==> config.mk <==
export PLATFORM = sky130hd
export DESIGN_NAME = wdog_two_stage
export DESIGN_NICKNAME = d
export VERILOG_FILES = /design/src/rtl/wdog_pkg.sv /design/src/rtl/wdog_feed_seq.sv /design/src/rtl/wdog_counter.sv /design/src/rtl/wdog_limit_cmp.sv /design/src/rtl/wdog_two_stage.sv
export SDC_FILE = /design/constraint.sdc
export NUM_CORES = 1
export LEC_CHECK = 0
export ABC_AREA = 1
export ABC_CLOCK_PERIOD_IN_PS = 5100
export BUFFER_PORTS_ARGS = -buffer_cell sky130_fd_sc_hd__buf_4
export CORE_ASPECT_RATIO = 0.9
export CORE_MARGIN = 5
export CORE_UTILIZATION = 35
export CTS_CLUSTER_SIZE = 24
export DETAILED_ROUTE_END_ITERATION = 16
export MAX_ROUTING_LAYER = met4
export PLACE_DENSITY_LB_ADDON = 0.25
export SLEW_MARGIN = 20
export SYNTH_ARGS = -nofsm -noshare
export SYNTH_HDL_FRONTEND = slang
export SYNTH_SLANG_ARGS = --single-unit
==> constraint.sdc <==
create_clock -name clk -period 5.1 [get_ports clk]
set_clock_uncertainty 0.2 [all_clocks]
set_input_delay 0.255 -clock clk [delete_from_list [all_inputs] [get_ports clk]]
set_output_delay 0.255 -clock clk [all_outputs]
set_load 0.02 [all_outputs]
==> src/rtl/wdog_pkg.sv <==
package wdog_pkg;
  localparam int REG_W = 32;

  localparam int INT_CODE_LSB = 0;
  localparam int RST_CODE_LSB = 4;
  localparam int EN_BIT       = 8;
  localparam int PEND_BIT     = 9;
  localparam int IEN_BIT      = 10;
  localparam int REN_BIT      = 11;
  localparam int FLAG_BIT     = 31;

  localparam logic [7:0] FEED_KEY0 = 8'hA5;
  localparam logic [7:0] FEED_KEY1 = 8'h5A;

  typedef struct packed {
    logic       rst_flag;
    logic       rst_en;
    logic       int_en;
    logic       int_pend;
    logic       wd_en;
    logic [3:0] rst_code;
    logic [3:0] int_code;
  } wdog_ctrl_t;

  function automatic logic [REG_W-1:0] ctrl_to_word(wdog_ctrl_t c);
    logic [REG_W-1:0] w;
    w = '0;
    w[INT_CODE_LSB +: 4] = c.int_code;
    w[RST_CODE_LSB +: 4] = c.rst_code;
    w[EN_BIT]            = c.wd_en;
    w[PEND_BIT]          = c.int_pend;
    w[IEN_BIT]           = c.int_en;
    w[REN_BIT]           = c.rst_en;
    w[FLAG_BIT]          = c.rst_flag;
    return w;
  endfunction
endpackage

==> src/rtl/wdog_feed_seq.sv <==
module wdog_feed_seq (
  input  logic       clk,
  input  logic       rst,
  input  logic       wr_en,
  input  logic [7:0] wr_byte,
  output logic       feed_o
);
  import wdog_pkg::*;

  logic armed_q;

  always_comb begin
    feed_o = wr_en && armed_q && (wr_byte == FEED_KEY1);
  end

  always_ff @(posedge clk) begin
    if (rst) begin
      armed_q <= 1'b0;
    end else if (wr_en) begin
      armed_q <= (wr_byte == FEED_KEY0);
    end
  end
endmodule

==> src/rtl/wdog_counter.sv <==
module wdog_counter #(
  parameter int CNT_W = 32
) (
  input  logic             clk,
  input  logic             rst,
  input  logic             run,
  input  logic             clear,
  output logic [CNT_W-1:0] cnt_o
);
  logic [CNT_W-1:0] cnt_q;

  always_ff @(posedge clk) begin
    if (rst || clear) begin
      cnt_q <= '0;
    end else if (run && (cnt_q != {CNT_W{1'b1}})) begin
      cnt_q <= cnt_q + 1'b1;
    end
  end

  assign cnt_o = cnt_q;
endmodule

==> src/rtl/wdog_limit_cmp.sv <==
module wdog_limit_cmp #(
  parameter int CNT_W     = 32,
  parameter int EXP_SHIFT = 0
) (
  input  logic [CNT_W-1:0] cnt,
  input  logic [3:0]       code,
  output logic             reached
);
  logic [CNT_W:0] limit;
  int             expo;

  always_comb begin
    expo = 31 - int'(code) - EXP_SHIFT;
    if (expo < 0) expo = 0;
    limit = {{CNT_W{1'b0}}, 1'b1} << expo;
    reached = ({1'b0, cnt} >= limit);
  end
endmodule

==> src/rtl/wdog_two_stage.sv <==
module wdog_two_stage #(
  parameter int ADDR_W    = 4,
  parameter int EXP_SHIFT = 0
) (
  input  logic              clk,
  input  logic              rst,
  input  logic [ADDR_W-1:0] reg_addr,
  input  logic              reg_we,
  input  logic [31:0]       reg_wdata,
  output logic [31:0]       reg_rdata,
  output logic              irq_o,
  output logic              rst_req_o
);
  import wdog_pkg::*;

  localparam int CNT_W   = 32 - EXP_SHIFT;
  localparam int N_STAGE = 2;
  localparam logic [ADDR_W-1:0] CTRL_OFF = ADDR_W'(0);
  localparam logic [ADDR_W-1:0] FEED_OFF = ADDR_W'(4);

  wdog_ctrl_t       ctrl_q, ctrl_nxt;
  logic [CNT_W-1:0] cnt_q;
  logic             feed_now;
  logic             wr_ctrl, wr_feed;
  logic [N_STAGE-1:0] reached;
  logic [N_STAGE-1:0] done_q;
  logic [N_STAGE-1:0] fire;
  logic [N_STAGE-1:0] stage_en;
  logic [3:0]       stage_code [N_STAGE];
  logic             irq_q, rst_req_q;
  logic [31:0]      rdata_q;

  assign wr_ctrl = reg_we && (reg_addr == CTRL_OFF);
  assign wr_feed = reg_we && (reg_addr == FEED_OFF);

  wdog_feed_seq u_seq (
    .clk     (clk),
    .rst     (rst),
    .wr_en   (wr_feed),
    .wr_byte (reg_wdata[7:0]),
    .feed_o  (feed_now)
  );

  wdog_counter #(.CNT_W(CNT_W)) u_cnt (
    .clk   (clk),
    .rst   (rst),
    .run   (ctrl_q.wd_en),
    .clear (feed_now || !ctrl_q.wd_en),
    .cnt_o (cnt_q)
  );

  assign stage_code[0] = ctrl_q.int_code;
  assign stage_code[1] = ctrl_q.rst_code;
  assign stage_en[0]   = ctrl_q.int_en;
  assign stage_en[1]   = ctrl_q.rst_en;

  for (genvar s = 0; s < N_STAGE; s++) begin : g_stage
    wdog_limit_cmp #(.CNT_W(CNT_W), .EXP_SHIFT(EXP_SHIFT)) u_cmp (
      .cnt     (cnt_q),
      .code    (stage_code[s]),
      .reached (reached[s])
    );

    assign fire[s] = ctrl_q.wd_en && stage_en[s] && reached[s] &&
                     !done_q[s] && !feed_now;

    always_ff @(posedge clk) begin
      if (rst || !ctrl_q.wd_en || feed_now) begin
        done_q[s] <= 1'b0;
      end else if (fire[s]) begin
        done_q[s] <= 1'b1;
      end
    end
  end

  always_comb begin
    ctrl_nxt = ctrl_q;
    if (wr_ctrl) begin
      ctrl_nxt.int_code = reg_wdata[INT_CODE_LSB +: 4];
      ctrl_nxt.rst_code = reg_wdata[RST_CODE_LSB +: 4];
      ctrl_nxt.wd_en    = reg_wdata[EN_BIT];
      ctrl_nxt.int_en   = reg_wdata[IEN_BIT];
      ctrl_nxt.rst_en   = reg_wdata[REN_BIT];
      if (!reg_wdata[PEND_BIT]) ctrl_nxt.int_pend = 1'b0;
      if (!reg_wdata[FLAG_BIT]) ctrl_nxt.rst_flag = 1'b0;
    end
    if (fire[0]) ctrl_nxt.int_pend = 1'b1;
    if (fire[1]) ctrl_nxt.rst_flag = 1'b1;
  end

  always_ff @(posedge clk) begin
    if (rst) begin
      ctrl_q    <= '0;
      irq_q     <= 1'b0;
      rst_req_q <= 1'b0;
      rdata_q   <= '0;
    end else begin
      ctrl_q    <= ctrl_nxt;
      irq_q     <= ctrl_nxt.int_pend && ctrl_nxt.int_en;
      rst_req_q <= fire[1];
      rdata_q   <= (reg_addr == CTRL_OFF) ? ctrl_to_word(ctrl_q) : '0;
    end
  end

  assign reg_rdata = rdata_q;
  assign irq_o     = irq_q;
  assign rst_req_o = rst_req_q;
endmodule

==> run_summary.xml <==
<?xml version="1.0" encoding="UTF-8"?>
<metrics>
  <group name="critical_path">
    <metric name="end_kind" unit="">flip-flop</metric>
    <metric name="crit_slowest_cell" unit="">sky130_fd_sc_hd__dfxtp_1</metric>
    <metric name="timing.critical_path.cells" unit="">clkinv_1 &gt; nand4_1 &gt; ha_1 &gt; nand2_1 &gt; inv_1 &gt; o21ai_0 &gt; nand2_1 &gt; a21oi_1 &gt; nand3_1 &gt; nand2_1 &gt; a21oi_1</metric>
    <metric name="critical_path_required" unit="ns">5.09</metric>
    <metric name="worstPathArrival" unit="ns">2.32</metric>
    <metric name="cpLargestDelayFamily" unit="">simple AND/OR/NAND/NOR gates</metric>
    <metric name="cp_max_fo" unit="">10</metric>
    <metric name="worst_setup_path_startpoint" unit="">ctrl_q[5]</metric>
    <metric name="cp_common_cell" unit="">sky130_fd_sc_hd__nand2_1</metric>
    <metric name="crit-reg2reg-launch" unit="">ctrl_q[5]</metric>
    <metric name="critical_path_class" unit="">reg -&gt; reg</metric>
    <metric name="worst_path_largest_cell_delay" unit="ns">0.50</metric>
    <metric name="worstSetupStartpointType" unit="">flip-flop</metric>
    <metric name="timing.critical_path.buf_inv" unit="">2</metric>
  </group>
  <group name="clock_tree">
    <metric name="post-cts-setup-buffer-count" unit="">0</metric>
    <metric name="post_cts_resized" unit="">0</metric>
    <metric name="cts.clk_slew.worst_paths" unit="ns">0.06</metric>
    <metric name="cts_buffers" unit="">9</metric>
    <metric name="cts_buffer_depth" unit="">2</metric>
    <metric name="cts_max_level" unit="">3</metric>
    <metric name="cts_tree" unit="">built</metric>
    <metric name="cts_root_buffer" unit="">sky130_fd_sc_hd__clkbuf_16</metric>
    <metric name="cts_num_sinks" unit="">63</metric>
    <metric name="clkLatencyLatePin" unit="ns">0.33</metric>
    <metric name="cts_hold_buffers" unit="">2</metric>
  </group>
  <group name="floorplanning">
    <metric name="num_ports" unit="">73</metric>
    <metric name="starting_density" unit="%">35.49</metric>
    <metric name="rows" unit="">38</metric>
    <metric name="design.die.area" unit="mm^2">0.01446</metric>
    <metric name="die-height" unit="um">114.6</metric>
    <metric name="core-area" unit="mm^2">0.01198</metric>
    <metric name="die_width" unit="um">126.2</metric>
  </group>
  <group name="sta">
    <metric name="worst_hold_slack" unit="ns">0.01141</metric>
    <metric name="finalWorstPathRequiredPeriod" unit="ns">2.334</metric>
    <metric name="relSlewSlack" unit="%">48.05</metric>
    <metric name="transition_at_the_pin_with_the_smallest_max_transition_slack" unit="ns">0.7770</metric>
    <metric name="timing.setup.tns" unit="ns">0</metric>
    <metric name="achievable-frequency" unit="MHz">428.5</metric>
    <metric name="grt_setup_unrepaired" unit="">no</metric>
    <metric name="fin_ws" unit="ns">2.766</metric>
    <metric name="timing.final.max_slew_violations" unit="">0</metric>
    <metric name="finalCritPeriodShare" unit="%">45.76</metric>
    <metric name="finalHoldViolations" unit="">0</metric>
    <metric name="setup_viol" unit="">0</metric>
  </group>
  <group name="routing">
    <metric name="drt_drc_violations_left" unit="">0</metric>
    <metric name="detailedRoute.firstIterationViolations" unit="">282</metric>
    <metric name="dr_total_vias" unit="">3932</metric>
    <metric name="route.detailed.wl_per_inst" unit="um">13.27</metric>
    <metric name="routed_wl" unit="um">10680</metric>
    <metric name="antenna_left" unit="">0</metric>
    <metric name="vias_per_cell" unit="">4.884</metric>
    <metric name="firstDrtPassIters" unit="">5</metric>
  </group>
  <group name="synth">
    <metric name="synth_cell_types" unit="">35</metric>
    <metric name="synth_top_area_share" unit="%">29.66</metric>
    <metric name="synth.ff_latch_count" unit="">63</metric>
    <metric name="synth_top_area_cell" unit="">sky130_fd_sc_hd__dfxtp_1</metric>
    <metric name="synth.avg_cell_area" unit="um^2">6.949</metric>
    <metric name="postSynthCellCount" unit="">612</metric>
    <metric name="muxShareOfSynthArea" unit="%">0</metric>
    <metric name="syn-cell-area" unit="mm^2">0.004253</metric>
    <metric name="synth_sequential_area_ratio" unit="%">29.66</metric>
    <metric name="main_combinational_cell_family_by_area_after_synthesis" unit="">simple AND/OR/NAND/NOR gates</metric>
    <metric name="synthSimpleGateAreaFrac" unit="%">34.19</metric>
    <metric name="synth_xor_area_share" unit="%">3.089</metric>
    <metric name="synth-compound-area-share" unit="%">12.18</metric>
    <metric name="netlist_top_cells_area" unit="">sky130_fd_sc_hd__dfxtp_1, sky130_fd_sc_hd__nand2_1, sky130_fd_sc_hd__ha_1, sky130_fd_sc_hd__nor2_1, sky130_fd_sc_hd__nand4_1</metric>
    <metric name="synthAdderAreaFrac" unit="%">10.00</metric>
    <metric name="ys.warnings.count" unit="">0</metric>
  </group>
  <group name="layout">
    <metric name="drive_gt1_share" unit="%">14.42</metric>
    <metric name="final_util" unit="%">40.64</metric>
    <metric name="postLayoutCellArea" unit="mm^2">0.004870</metric>
    <metric name="area_grow_syn2layout" unit="%">14.50</metric>
    <metric name="layout.cells.most_common_list" unit="">sky130_fd_sc_hd__nand2_1, sky130_fd_sc_hd__nor2_1, sky130_fd_sc_hd__dfxtp_1, sky130_fd_sc_hd__inv_1, sky130_fd_sc_hd__nand4_1</metric>
    <metric name="diodes" unit="">0</metric>
    <metric name="post_layout_net_count" unit="">713</metric>
    <metric name="fin_cells" unit="">805</metric>
    <metric name="final_common_cell" unit="">sky130_fd_sc_hd__nand2_1</metric>
  </group>
  <group name="global_route">
    <metric name="initial_antenna_violation_count" unit="">0</metric>
    <metric name="first_global_vias" unit="">3584</metric>
    <metric name="grt_remaining_overflow" unit="">0</metric>
    <metric name="global_route.usage.total" unit="%">15.25</metric>
    <metric name="grt_first_pass_wirelength" unit="um">17250</metric>
    <metric name="grt_max_degree" unit="">29</metric>
  </group>
  <group name="place">
    <metric name="detailedPlacementHpwl" unit="um">7730</metric>
    <metric name="numPortBuffers" unit="">34</metric>
    <metric name="dpl_worst_slack" unit="ns">2.740</metric>
    <metric name="dpl.cell_count" unit="">787</metric>
    <metric name="gp_congestion" unit="">0.8673</metric>
    <metric name="postPlaceCellArea" unit="mm^2">0.004527</metric>
  </group>
  <group name="run">
    <metric name="timing.max_cap.violations" unit="">0</metric>
  </group>
  <group name="pwr">
    <metric name="power.ir.vdd_worst" unit="mV">0.1438</metric>
    <metric name="pwr_dens" unit="mW/mm^2">251.3</metric>
    <metric name="totalPowerFinal" unit="mW">1.224</metric>
    <metric name="p_leak" unit="nW">1.857</metric>
  </group>
  <group name="worst_hold_path">
    <metric name="hold_path_start" unit="">reg_wdata[11]</metric>
    <metric name="holdCritPathClass" unit="">in -&gt; reg</metric>
  </group>
  <group name="outcome">
    <metric name="status" unit="">finished clean</metric>
  </group>
</metrics>
-- layer usage --
layer  GRT usage, %  wire [um]
met5              -          0
met4          4.932        165
met3          2.845        555
met2          24.28       4856
met1          19.68       5104
-- Yosys cell counts (all sizes together) --
cell type / instances
a21boi: 3
o21bai: 2
nand2: 161
dfxtp: 63
conb: 1
nand3: 21
xor2: 10
buf: 26
ha: 34
nor3: 6
nand3b: 3
or2: 1
inv: 46
clkinv: 8
and3: 1
o21ai: 25
nand4: 40
clkbuf: 12
nor2: 85
xnor2: 5
a21oi: 56
nor3b: 1
o21a: 1
nor4: 1
-- worst min-delay path, cell delays in order --
cell and delay, ns:
sky130_fd_sc_hd__buf_4 0.08, sky130_fd_sc_hd__o21ai_0 0.07, sky130_fd_sc_hd__a21oi_1 0.10
-- final cells by class --
cell class / count / area (um^2)
clock buffer: 9 / 225.2
clock inverter: 7 / 97.59
fill: 1269 / 7112
inverter: 54 / 202.7
multi-input combinational: 475 / 2600
sequential: 63 / 1261
tap: 160 / 200.2
timing repair buffer: 37 / 282.8
-- cells by family after synthesis --
group           after synthesis
compound gates               87
buf+inv                      92
fa+ha+maj                    34
other cells                   1
xor+xnor                     15
simple gates                320
flops                        63
-- flip-flops by register name (all words and copies together), names as in the netlist --
name and count:
u_seq.armed_q 1, rst_req_o 1, irq_o 1, ctrl_q 13, reg_rdata 13, u_cnt.cnt_o 32, done_q 2
-- where the power goes --
group / internal, mW / switching (mW)
Combinational: 0.0187 / 0.0379
Sequential: 0.494 / 0.00413
Clock: 0.428 / 0.240
-- final timing paths --
kind | endpoint | slack [ns] | cells after the start
setup / recovery | done_q[1] | 2.77 | 11
hold reg to reg | reg_rdata[9] | 0.23 | 2
hold / removal | ctrl_q[11] | 0.01 | 3
setup reg to reg | done_q[1] | 2.77 | 11
No activity file was read; power rests on OpenSTA's default activity.
